`src/rtl/cnt_pkg.sv`:
```
package cnt_pkg;
  localparam int unsigned SLICE_W = 4;
endpackage

```
`src/rtl/cnt_slice.sv`:
```
module cnt_slice
  import cnt_pkg::*;
(
  input  logic               clk_i,
  input  logic               rst_ni,
  input  logic               clr_ni,
  input  logic               load_ni,
  input  logic               enp_i,
  input  logic               ent_i,
  input  logic [SLICE_W-1:0] data_i,
  output logic [SLICE_W-1:0] q_o,
  output logic               rco_o
);

  always_ff @(posedge clk_i or negedge rst_ni) begin
    if (!rst_ni)                q_o <= '0;
    else if (!clr_ni)           q_o <= '0;
    else if (!load_ni)          q_o <= data_i;
    else if (enp_i && ent_i)    q_o <= q_o + 1'b1;
  end

  assign rco_o = ent_i & (&q_o);

  p_clear_r2: assert property (@(posedge clk_i) disable iff (!rst_ni)
    !clr_ni |=> q_o == '0);
  p_load_r3: assert property (@(posedge clk_i) disable iff (!rst_ni)
    clr_ni && !load_ni |=> q_o == $past(data_i));
  p_hold_r4: assert property (@(posedge clk_i) disable iff (!rst_ni)
    clr_ni && load_ni && !(enp_i && ent_i) |=> $stable(q_o));
  p_inc_r4: assert property (@(posedge clk_i) disable iff (!rst_ni)
    clr_ni && load_ni && enp_i && ent_i |=> q_o == SLICE_W'($past(q_o) + 1'b1));

endmodule

```
`src/rtl/term_decode.sv`:
```
module term_decode #(
  parameter int unsigned W = 8
) (
  input  logic         clr_ni,
  input  logic         term_en_i,
  input  logic [W-1:0] term_i,
  input  logic [W-1:0] q_i,
  output logic         clr_no
);

  logic hit;
  assign hit    = term_en_i && (q_i == term_i);
  assign clr_no = clr_ni & ~hit;

endmodule

```
`src/rtl/cascade_counter.sv`:
```
module cascade_counter
  import cnt_pkg::*;
#(
  parameter int unsigned NSLICES = 2
) (
  input  logic                         clk_i,
  input  logic                         rst_ni,
  input  logic                         clr_ni,
  input  logic                         load_ni,
  input  logic                         enp_i,
  input  logic                         ent_i,
  input  logic [SLICE_W*NSLICES-1:0]   data_i,
  input  logic                         term_en_i,
  input  logic [SLICE_W*NSLICES-1:0]   term_i,
  output logic [SLICE_W*NSLICES-1:0]   q_o,
  output logic                         rco_o
);

  localparam int unsigned W = SLICE_W * NSLICES;

  logic             clr_eff_n;
  logic [NSLICES:0] carry;

  term_decode #(.W(W)) i_term_decode (
    .clr_ni    (clr_ni),
    .term_en_i (term_en_i),
    .term_i    (term_i),
    .q_i       (q_o),
    .clr_no    (clr_eff_n)
  );

  assign carry[0] = ent_i;

  for (genvar k = 0; k < NSLICES; k++) begin : g_slice
    cnt_slice i_slice (
      .clk_i   (clk_i),
      .rst_ni  (rst_ni),
      .clr_ni  (clr_eff_n),
      .load_ni (load_ni),
      .enp_i   (enp_i),
      .ent_i   (carry[k]),
      .data_i  (data_i[k*SLICE_W +: SLICE_W]),
      .q_o     (q_o[k*SLICE_W +: SLICE_W]),
      .rco_o   (carry[k+1])
    );
  end

  assign rco_o = carry[NSLICES];

  p_wide_inc_r7: assert property (@(posedge clk_i) disable iff (!rst_ni)
    clr_eff_n && load_ni && enp_i && ent_i |=> q_o == W'($past(q_o) + 1'b1));
  p_wrap_r5: assert property (@(posedge clk_i) disable iff (!rst_ni)
    rco_o && enp_i && clr_ni && load_ni |=> q_o == '0);
  p_rco_gate_r6: assert property (@(posedge clk_i) disable iff (!rst_ni)
    !ent_i |-> !rco_o);
  p_term_clear_r8: assert property (@(posedge clk_i) disable iff (!rst_ni)
    term_en_i && (q_o == term_i) |=> q_o == '0);

endmodule

```
`config.mk`:
```
export PLATFORM = sky130hd
export DESIGN_NAME = cascade_counter
export DESIGN_NICKNAME = d
export VERILOG_FILES = /design/src/rtl/cnt_pkg.sv /design/src/rtl/cnt_slice.sv /design/src/rtl/term_decode.sv /design/src/rtl/cascade_counter.sv
export SDC_FILE = /design/constraint.sdc
export NUM_CORES = 1
export LEC_CHECK = 0
export BUFFER_PORTS_ARGS = -buffer_cell sky130_fd_sc_hd__buf_2
export CAP_MARGIN = 30
export CORE_MARGIN = 3
export CORE_UTILIZATION = 35
export CTS_CLUSTER_DIAMETER = 60
export DETAILED_ROUTE_END_ITERATION = 8
export GPL_ROUTABILITY_DRIVEN = 0
export GPL_TIMING_DRIVEN = 0
export MAX_ROUTING_LAYER = met4
export PLACE_DENSITY = 0.62
export SYNTH_ARGS = -nofsm -noshare
export SYNTH_HDL_FRONTEND = slang
export SYNTH_SLANG_ARGS = --single-unit
```
`constraint.sdc`:
```
create_clock -name clk_i -period 2 [get_ports clk_i]
set_clock_uncertainty 0.1 [all_clocks]
set_input_delay 0.4 -clock clk_i [delete_from_list [all_inputs] [get_ports clk_i]]
set_output_delay 0.4 -clock clk_i [all_outputs]
set_load 0.01 [all_outputs]
```
==> impl_metrics.toml <==
[status]
status = "finished clean"

[global_routing]
grt_max_degree = 11
antenna_found_initial = 0
globalRouteTotalUtil_pct = 15.6
grt_pass1_wl_um = 2290
grt_overflow = 0
grt_pass1_vias = 536

[critical_path]
cpPeakStageDelay_ns = 0.44
crit_type = "flip-flop to output port"
worstPathMaxFanout = 5
reg2reg_setup_slack_ns = 0.46
rr_worst_depth = 4
worst_ep_arrival_time_ns = 1.29
rr_endpoint = "g_slice[0].i_slice.q_o[1]"
worstPathCellList = "ha_1, nand3_2, nor2_1, buf_2"
worst_r2r_startpoint = "g_slice[0].i_slice.q_o[2]"
start_kind = "flip-flop"
slowest_stage = "dfrtp_1"
cp.required_ns = 1.50
crit_path_end_kind = "output port"

[cts]
cts_max_path_buffers = 2
clk_latency_ns = 0.26
post-cts-setup-buffer-count = 0
htreeDepth = 1
ctsResizeCount = 0
numCtsBuffers = 3
clk_pin_slew_ns = 0.06
clock-sinks = 8
cts_root_buf = "clkbuf_4"
cts_tree = "done"
hold_buffers = 1

[pwr]
cellPowerDensity_mw_per_mm2 = 546
peakVddDrop_uv = 290
total_power_uw = 430
p_leak_nw = 0.346

[synthesis]
yosys.area_share.simple_pct = 22.2
synth_compound_area_share_pct = 16.9
synthDistinctLibCells = 18
synth_xor_area_share_pct = 20.9
synthCells = 62
synth_mux_area_share_pct = 0
yosys.area_share.adder_pct = 4.27
synth-seq-cells = 8
ys_seq_area_share_pct = 34.2
ys_warn_count = 0
synth_fp_nets = 87
synth_top_family_by_area = "simple AND/OR/NAND/NOR gates"
syn_area_per_cell_um2 = 9.44
synth_area_um2 = 586

[floorplanning]
die_w_um = 46.9
die_height_um = 46.9
die_area_mm2 = 0.00220
core_area_mm2 = 0.00154
rows = 14
ios = 32
initial_utilization_pct = 38.0

[timing]
fin_crit_sh_pct = 89.5
layout_min_cycle_time_ns = 1.79
slew_headroom_pct = 69.1
worstMarginPinSlew_ns = 0.463
finalSetupViolations = 0
finalHoldViolCount = 0
fin_tns_setup_ns = 0
rsz0062_at_grt = "no"
fmax_mhz = 558
drv_slew = 0

[layout]
nets = 123
seq_area_um2 = 200
layout_common_cells = "buf_2, nor2_1, xnor2_1, dfrtp_1, nand3_1"
antenna_cells = 0
multi_input_area_um2 = 377
largest_register_ffs = 8
area_delta_synth_final_pct = 34.6
drive_gt1_share_pct = 41.7
mostFrequentLayoutCell = "buf_2"
n_fill_cell = 153
regMostFlops = "g_slice.i_slice.q_o"
reg_top3 = "g_slice.i_slice.q_o (8)"

[drt]
drt-wirelength-per-cell_um = 12.7
vias = 577
totalWireLength_um = 1420
ant_nets = 0
via_per_inst = 5.15
drc = 0
first_pass_iters = 2
drt_iter0_markers = 4

[run]
cap_viol_max_count = 0

[hold_path]
whs_endpoint = "g_slice[1].i_slice.q_o[1]"
hold_class = "primary input to flip-flop"
min_path_cells = 3
hold_start = "data_i[5]"

[placement]
hpwl_um = 1120
port-buffer-count = 30
[cells in the mapped netlist, drive strengths merged]
library cell | count | area share (%)
nor2 | 12 | 7.7
xnor2 | 12 | 18
dfrtp | 8 | 34
nand3 | 7 | 6.8
a211oi | 6 | 9.4
nand2 | 4 | 3.8
a311oi | 2 | 3.0
buf | 2 | 1.5
ha | 2 | 4.3
nand4 | 2 | 2.1
xor2 | 2 | 3.0
nor3 | 1 | 1.7
o21ai | 1 | 0.85
o31ai | 1 | 3.6
[critical path, delay by kind of cell, from the launching register on]
family	cells	cell delay, ns
flops	1	0.44
simple gates	2	0.25
fa+ha+maj	1	0.21
buf+inv	1	0.13
[logic make-up after synthesis]
logic type	count (synthesis)
fa+ha+maj	2
compound gates	10
flops	8
simple gates	26
buf+inv	2
xor+xnor	14
[per-layer routing]
metal / global-route usage (%) / wire, µm
met1: 19.2 / 591
met5: - / 0
met3: 3.83 / 100
met4: 9.94 / 43
met2: 22.5 / 685
[cell type report]
type | instances | area share, %
buffer | 2 | 1.11
clock buffer | 3 | 2.86
multi-input combinational | 52 | 47.8
sequential | 8 | 25.4
tap | 16 | 2.54
timing repair buffer | 31 | 20.3
[worst max-delay path by stage]
stage                                    from                   endpoint  slack, ns  depth (start not counted)
finish              g_slice[0].i_slice.q_o[0]                      rco_o       0.21                          4
global route        g_slice[0].i_slice.q_o[0]                      rco_o       0.12                          4
CTS                 g_slice[0].i_slice.q_o[0]                      rco_o       0.19                          4
detailed placement                  term_i[2]  g_slice[1].i_slice.q_o[1]       0.39                          5
global placement                    term_i[2]  g_slice[1].i_slice.q_o[1]       0.38                          5
floorplan           g_slice[0].i_slice.q_o[0]                      rco_o       0.52                          3
[power by group]
part	switching, mW	total [mW]	internal, mW	leakage, nW
Sequential	0.0188	0.192	0.173	0.104
Clock	0.0597	0.129	0.0690	0.0138
Combinational	0.0538	0.110	0.0559	0.229
Total	0.132	0.430	0.298	0.346
[through the flow]
stage / std cells / hold slack (ns) / util [%] / area (µm²) / setup WS, ns
after floorplan: 62 / 0.00441 / - / 586 / 0.524
after global placement: 108 / 0.156 / 49.0 / 756 / 0.383
after detailed placement: 108 / 0.156 / 49.0 / 756 / 0.394
after CTS: 112 / 0.300 / 51.1 / 788 / 0.193
after global routing: 112 / 0.311 / 51.1 / 788 / 0.121
final: 112 / 0.310 / 51.1 / 788 / 0.209
No activity file was read; power rests on OpenSTA's default activity.
